==> src/rtl/rx_sclk_pkg.sv <==
package rx_sclk_pkg;
  localparam int PH_W = 4;

  typedef enum logic {ST_IDLE, ST_RUN} rx_state_e;

  localparam logic [PH_W-1:0] PH_FALL     = 4'd1;
  localparam logic [PH_W-1:0] PH_MID_D16  = 4'd7;
  localparam logic [PH_W-1:0] PH_MID_D8   = 4'd3;
  localparam logic [PH_W-1:0] PH_LAST_D16 = 4'd15;
  localparam logic [PH_W-1:0] PH_LAST_D8  = 4'd7;
endpackage

==> src/rtl/rx_sclk_sync.sv <==
module rx_sclk_sync #(
  parameter int STAGES = 2
) (
  input  logic clk_i,
  input  logic rst_ni,
  input  logic d_i,
  output logic q_o
);
  logic [STAGES-1:0] chain_q;

  always_ff @(posedge clk_i or negedge rst_ni) begin
    if (!rst_ni) chain_q <= '1;  // line idles high
    else         chain_q <= {chain_q[STAGES-2:0], d_i};
  end

  assign q_o = chain_q[STAGES-1];
endmodule

==> src/rtl/rx_sclk_timer.sv <==
module rx_sclk_timer
  import rx_sclk_pkg::*;
#(
  parameter int DB_W  = 4,
  parameter int IDX_W = 4
) (
  input  logic             clk_i,
  input  logic             rst_ni,
  input  logic             tclk_fall_i,
  input  logic             rxd_s_i,
  input  logic             div8_i,
  input  logic [DB_W-1:0]  data_bits_i,
  input  logic             parity_en_i,
  input  logic             two_stop_i,
  output logic             sclk_o,
  output logic             smp_o,
  output logic             smp_bit_o,
  output logic [IDX_W-1:0] smp_idx_o,
  output logic             frame_start_o,
  output logic [IDX_W-1:0] last_idx_o,
  output logic [DB_W-1:0]  dbits_o
);
  rx_state_e        state_q;
  logic [PH_W-1:0]  ph_q, ph_nxt, ph_last, ph_mid;
  logic [IDX_W-1:0] idx_q, idx_nxt, last_q, sidx_q;
  logic [DB_W-1:0]  dbits_q;
  logic             div8_q, prev_q, sclk_q, smp_q, bit_q, start_q;
  logic             start_bad;

  always_comb begin
    ph_last   = div8_q ? PH_LAST_D8 : PH_LAST_D16;
    ph_mid    = div8_q ? PH_MID_D8  : PH_MID_D16;
    ph_nxt    = (ph_q == ph_last) ? '0 : ph_q + 1'b1;
    idx_nxt   = (ph_q == ph_last) ? idx_q + 1'b1 : idx_q;
    start_bad = (idx_nxt == '0) && rxd_s_i;
  end

  always_ff @(posedge clk_i or negedge rst_ni) begin
    if (!rst_ni) begin
      state_q <= ST_IDLE;
      ph_q    <= '0;
      idx_q   <= '0;
      last_q  <= '0;
      sidx_q  <= '0;
      dbits_q <= '0;
      div8_q  <= 1'b0;
      prev_q  <= 1'b1;
      sclk_q  <= 1'b1;
      smp_q   <= 1'b0;
      bit_q   <= 1'b0;
      start_q <= 1'b0;
    end else begin
      smp_q   <= 1'b0;
      start_q <= 1'b0;
      if (tclk_fall_i) begin
        prev_q <= rxd_s_i;
        case (state_q)
          ST_IDLE: begin
            if (prev_q && !rxd_s_i) begin
              // edge 1: lock phase and configuration
              state_q <= ST_RUN;
              ph_q    <= '0;
              idx_q   <= '0;
              div8_q  <= div8_i;
              dbits_q <= data_bits_i;
              last_q  <= IDX_W'(data_bits_i) + IDX_W'(parity_en_i)
                       + IDX_W'(1) + IDX_W'(two_stop_i);
              start_q <= 1'b1;
            end
          end
          default: begin
            ph_q  <= ph_nxt;
            idx_q <= idx_nxt;
            if (ph_nxt == PH_FALL) begin
              if (start_bad) state_q <= ST_IDLE;  // glitch
              else           sclk_q  <= 1'b0;
            end else if (ph_nxt == ph_mid) begin
              sclk_q <= 1'b1;
              smp_q  <= 1'b1;
              bit_q  <= rxd_s_i;
              sidx_q <= idx_nxt;
              if (start_bad || idx_nxt == last_q) state_q <= ST_IDLE;
            end
          end
        endcase
      end
    end
  end

  assign sclk_o        = sclk_q;
  assign smp_o         = smp_q;
  assign smp_bit_o     = bit_q;
  assign smp_idx_o     = sidx_q;
  assign frame_start_o = start_q;
  assign last_idx_o    = last_q;
  assign dbits_o       = dbits_q;
endmodule

==> src/rtl/rx_sclk_shift.sv <==
module rx_sclk_shift #(
  parameter int DATA_W = 8,
  parameter int DB_W   = 4,
  parameter int IDX_W  = 4
) (
  input  logic              clk_i,
  input  logic              rst_ni,
  input  logic              frame_start_i,
  input  logic              smp_i,
  input  logic              smp_bit_i,
  input  logic [IDX_W-1:0]  smp_idx_i,
  input  logic [IDX_W-1:0]  last_idx_i,
  input  logic [DB_W-1:0]   dbits_i,
  output logic [DATA_W-1:0] word_o,
  output logic              valid_o
);
  logic [DATA_W-1:0] acc_q, word_q;
  logic              valid_q;

  always_ff @(posedge clk_i or negedge rst_ni) begin
    if (!rst_ni) begin
      acc_q   <= '0;
      word_q  <= '0;
      valid_q <= 1'b0;
    end else begin
      valid_q <= 1'b0;
      if (frame_start_i) acc_q <= '0;
      for (int k = 0; k < DATA_W; k++) begin
        if (smp_i && smp_idx_i == IDX_W'(k + 1) && DB_W'(k) < dbits_i)
          acc_q[k] <= smp_bit_i;
      end
      if (smp_i && smp_idx_i != '0 && smp_idx_i == last_idx_i) begin
        word_q  <= acc_q;
        valid_q <= 1'b1;
      end
    end
  end

  assign word_o  = word_q;
  assign valid_o = valid_q;
endmodule

==> src/rtl/rx_sclk_gen.sv <==
module rx_sclk_gen #(
  parameter int DATA_W      = 8,
  parameter int SYNC_STAGES = 2
) (
  input  logic                        clk_i,
  input  logic                        rst_ni,
  input  logic                        tclk_fall_i,
  input  logic                        rxd_i,
  input  logic                        div8_i,
  input  logic [$clog2(DATA_W+1)-1:0] data_bits_i,
  input  logic                        parity_en_i,
  input  logic                        two_stop_i,
  output logic                        sclk_o,
  output logic                        smp_o,
  output logic [DATA_W-1:0]           word_o,
  output logic                        valid_o
);
  localparam int DB_W  = $clog2(DATA_W + 1);
  localparam int IDX_W = $clog2(DATA_W + 4);

  logic             rxd_s, smp_bit, frame_start;
  logic [IDX_W-1:0] smp_idx, last_idx;
  logic [DB_W-1:0]  dbits;

  rx_sclk_sync #(.STAGES(SYNC_STAGES)) u_sync (
    .clk_i (clk_i),
    .rst_ni(rst_ni),
    .d_i   (rxd_i),
    .q_o   (rxd_s)
  );

  rx_sclk_timer #(.DB_W(DB_W), .IDX_W(IDX_W)) u_timer (
    .clk_i        (clk_i),
    .rst_ni       (rst_ni),
    .tclk_fall_i  (tclk_fall_i),
    .rxd_s_i      (rxd_s),
    .div8_i       (div8_i),
    .data_bits_i  (data_bits_i),
    .parity_en_i  (parity_en_i),
    .two_stop_i   (two_stop_i),
    .sclk_o       (sclk_o),
    .smp_o        (smp_o),
    .smp_bit_o    (smp_bit),
    .smp_idx_o    (smp_idx),
    .frame_start_o(frame_start),
    .last_idx_o   (last_idx),
    .dbits_o      (dbits)
  );

  rx_sclk_shift #(.DATA_W(DATA_W), .DB_W(DB_W), .IDX_W(IDX_W)) u_shift (
    .clk_i        (clk_i),
    .rst_ni       (rst_ni),
    .frame_start_i(frame_start),
    .smp_i        (smp_o),
    .smp_bit_i    (smp_bit),
    .smp_idx_i    (smp_idx),
    .last_idx_i   (last_idx),
    .dbits_i      (dbits),
    .word_o       (word_o),
    .valid_o      (valid_o)
  );
endmodule

==> config.mk <==
export PLATFORM = sky130hd
export DESIGN_NAME = rx_sclk_gen
export DESIGN_NICKNAME = d
export VERILOG_FILES = /design/src/rtl/rx_sclk_pkg.sv /design/src/rtl/rx_sclk_sync.sv /design/src/rtl/rx_sclk_timer.sv /design/src/rtl/rx_sclk_shift.sv /design/src/rtl/rx_sclk_gen.sv
export SDC_FILE = /design/constraint.sdc
export NUM_CORES = 1
export LEC_CHECK = 0
export ABC_AREA = 1
export BUFFER_PORTS_ARGS = -buffer_cell sky130_fd_sc_hd__buf_2
export CORE_MARGIN = 2
export CORE_UTILIZATION = 40
export CTS_CLUSTER_SIZE = 30
export DETAILED_ROUTE_END_ITERATION = 6
export GPL_ROUTABILITY_DRIVEN = 0
export PLACE_DENSITY = 0.54
export SLEW_MARGIN = 5
export SYNTH_ARGS = -nofsm -noshare
export SYNTH_HDL_FRONTEND = slang
export SYNTH_SLANG_ARGS = --single-unit
==> constraint.sdc <==
create_clock -name clk_i -period 4.05 [get_ports clk_i]
set_clock_uncertainty 0.05 [all_clocks]
set_input_delay 0.2025 -clock clk_i [delete_from_list [all_inputs] [get_ports clk_i]]
set_output_delay 0.2025 -clock clk_i [all_outputs]
set_load 0.02 [all_outputs]
==> metrics.yaml <==
worst-path-max-fanout: 12
peakVddDrop_mv: 0.321
async_flop_share_pct: 100
critPathLaunch: "u_timer.ph_q[1]"
drcViolationCount: 0
pin_count: 22
fin_crit_ns: 2.08
wl_per_cell_um: 12.4
cts_made_buffers: 5
hold_violations: 0
endpoint_kind: "flop"
area_growth_pct: 13.1
drtIter0Drc: 151
nNetsFinal: 341
maxCapViolCount: 0
setup_viol: 0
antenna_cells: 0
ys_top_cells_by_area: "dfrtp_1 44%, nand2_1 15%, nand3_1 6.7%, inv_1 5.7%, dfstp_2 4.4%"
syn_area_per_cell_um2: 8.11
synth.most_common_cell: "nand2_1"
clkLatencyLatePin_ns: 0.30
ys_ff_latch: 46
grt_max_degree: 47
p_per_area_nw_per_um2: 514
worst_r2r_startpoint: "u_timer.ph_q[1]"
rsz0062_at_grt: "no"
tightestPinTransition_ns: 1.02
postCtsHoldBufs: 1
finalMaxSlewViolations: 0
critical_path_class: "flop to flop"
core_um2: 5850
synth_fp_nets: 314
cts_buffer_depth: 2
die_w_um: 81.3
antenna_found_initial: 0
arrival_ns: 2.20
status: "finished clean"
synthesis.area_um2: 2390
cts_tree: "done"
ant_nets: 0
fill_cells: 610
synth-seq-area-share_pct: 48.4
grt_pass1_wl_um: 8590
synth_commonest_cells: "93 x nand2_1, 42 x dfrtp_1, 36 x inv_1"
seq_area_um2: 1160
tns_ns: 0
synth_edf_count: 0
multi_input_area_um2: 1060
yosysUniqueCellTypes: 32
synth_cells: 295
clkSinkCount: 46
drive_above_1_share_pct: 16.1
vias: 1918
start_util_pct: 40.9
num_rows: 28
setup_slack_ns: 1.97
cts-root-buf: "clkbuf_8"
die_area_um2: 6610
max_freq_mhz: 482
drt_wl_total_um: 4950
grtUsageTotal_pct: 17.0
port_buffers: 21
cts_resized: 0
cts_post_setup_buffers_inserted: 0
firstDrtPassIters: 4
ctsHtreeMaxLevel: 2
clk_pin_slew_ns: 0.10
vias_per_cell: 4.82
pre_cts_ws_ns: 1.99
hold_path.class: "primary input to async pin"
globalRouteOverflowTotal: 0
yosys_warnings: 0
crit_path_start_kind: "flop"
ys.flop_type: "dfrtp_1"
synth_top_area_share_pct: 44.0
finalCritPeriodShare_pct: 51.3
max_slew_margin_pct: 31.7
p_leak_uw: 0.00136
required_ns: 4.18
dp_hpwl_um: 3630
die_h_um: 81.3
synth_top_area_cell: "dfrtp_1"
grt_pass1_vias: 1807
[metrics by stage]
step | cell area (µm²) | total power, µW | cells | util (%) | hold slack (ns)
6_report | 2710 | 1390 | 398 | 46.2 | 0.0181
5_1_grt | 2710 | 1500 | 398 | 46.2 | 0.0222
4_1_cts | 2710 | 1400 | 398 | 46.2 | 0.0189
3_5_place_dp | 2580 | 1040 | 389 | 44.1 | 0.259
3_3_place_gp | 2580 | 1040 | 389 | 44.1 | 0.258
2_1_floorplan | 2390 | 924 | 295 | - | -0.143
[flip-flops by register name, indices dropped and copies added (netlist names)]
signal,flops
u_shift.acc_q,8
u_shift.valid_o,1
u_shift.word_o,8
u_sync.chain_q,2
u_timer.dbits_o,4
u_timer.div8_q,1
u_timer.frame_start_o,1
u_timer.idx_q,4
u_timer.last_idx_o,4
u_timer.ph_q,4
u_timer.prev_q,1
u_timer.sclk_o,1
u_timer.smp_bit_o,1
u_timer.smp_idx_o,4
u_timer.smp_o,1
u_timer.state_q,1
[kinds of logic (layout without fill, tap and decap cells)]
kind of cell,count (synthesis),count (layout),synth area share [%]
compound gates,42,42,10.9
xor+xnor,3,3,1.10
fa+ha+maj,8,8,4.50
buf+inv,44,72,7.33
flops,46,46,48.4
simple gates,152,152,27.8
[worst paths after layout]
kind                                              to  slack (ns)  cells past startpoint
worst max-delay path            u_timer.smp_idx_o[1]        1.97                      9
worst min-delay path            u_timer.smp_idx_o[0]        0.02                      1
worst min register to register     u_sync.chain_q[1]        0.31                      0
min in group clk_i                    u_timer.prev_q        0.03                      2
worst max register to register  u_timer.smp_idx_o[1]        1.97                      9
max in group asynchronous              u_timer.smp_o        3.29                      1
[cell type report]
cell class | instances | area share (%)
Clock inverter | 3 | 1.80
Clock buffer | 5 | 2.54
Multi-Input combinational cell | 205 | 39.2
Inverter | 41 | 5.74
Sequential cell | 46 | 42.7
Timing Repair Buffer | 23 | 4.53
Tap cell | 75 | 3.47
[report_power, final]
part	internal, µW	total (µW)	leakage, µW	switching, µW
registers	550	644	0.000610	93.9
logic	136	391	0.000696	255
clock network	188	356	0.0000563	168
[critical path, cell delays in order (launching register included)]
cell      delay (ns)
dfrtp_1         0.43
ha_1            0.24
nand2_2         0.11
clkinv_2        0.09
nor2_1          0.15
nand2_1         0.09
a21oi_2         0.15
nand3_1         0.38
nand2_1         0.20
o21ai_2         0.06
[cells in the final DEF (no fill, tap or decap), drive strengths merged]
cell type / instances
buf: 22
nor2: 19
xnor2: 1
nand4: 2
fa: 1
o21ai: 26
dfrtp: 42
clkinvlp: 1
nand2: 96
a21boi: 1
inv: 39
clkinv: 3
ha: 7
o22ai: 5
dlygate4sd3: 1
o211ai: 3
nor3: 1
xor2: 2
a21oi: 5
dfstp: 4
nand3b: 1
nand3: 33
a221oi: 1
bufinv: 1
clkbuf: 5
a311oi: 1
[layer usage]
layer,track usage (%),vias to the layer above,part of all wire [%]
li1,-,1011,-
met1,24.8,870,54
met2,25.2,31,42
met3,3.78,6,2.9
met4,4.41,0,1.2
met5,0,-,0
Note: power is estimated with default switching activity, not from simulation.
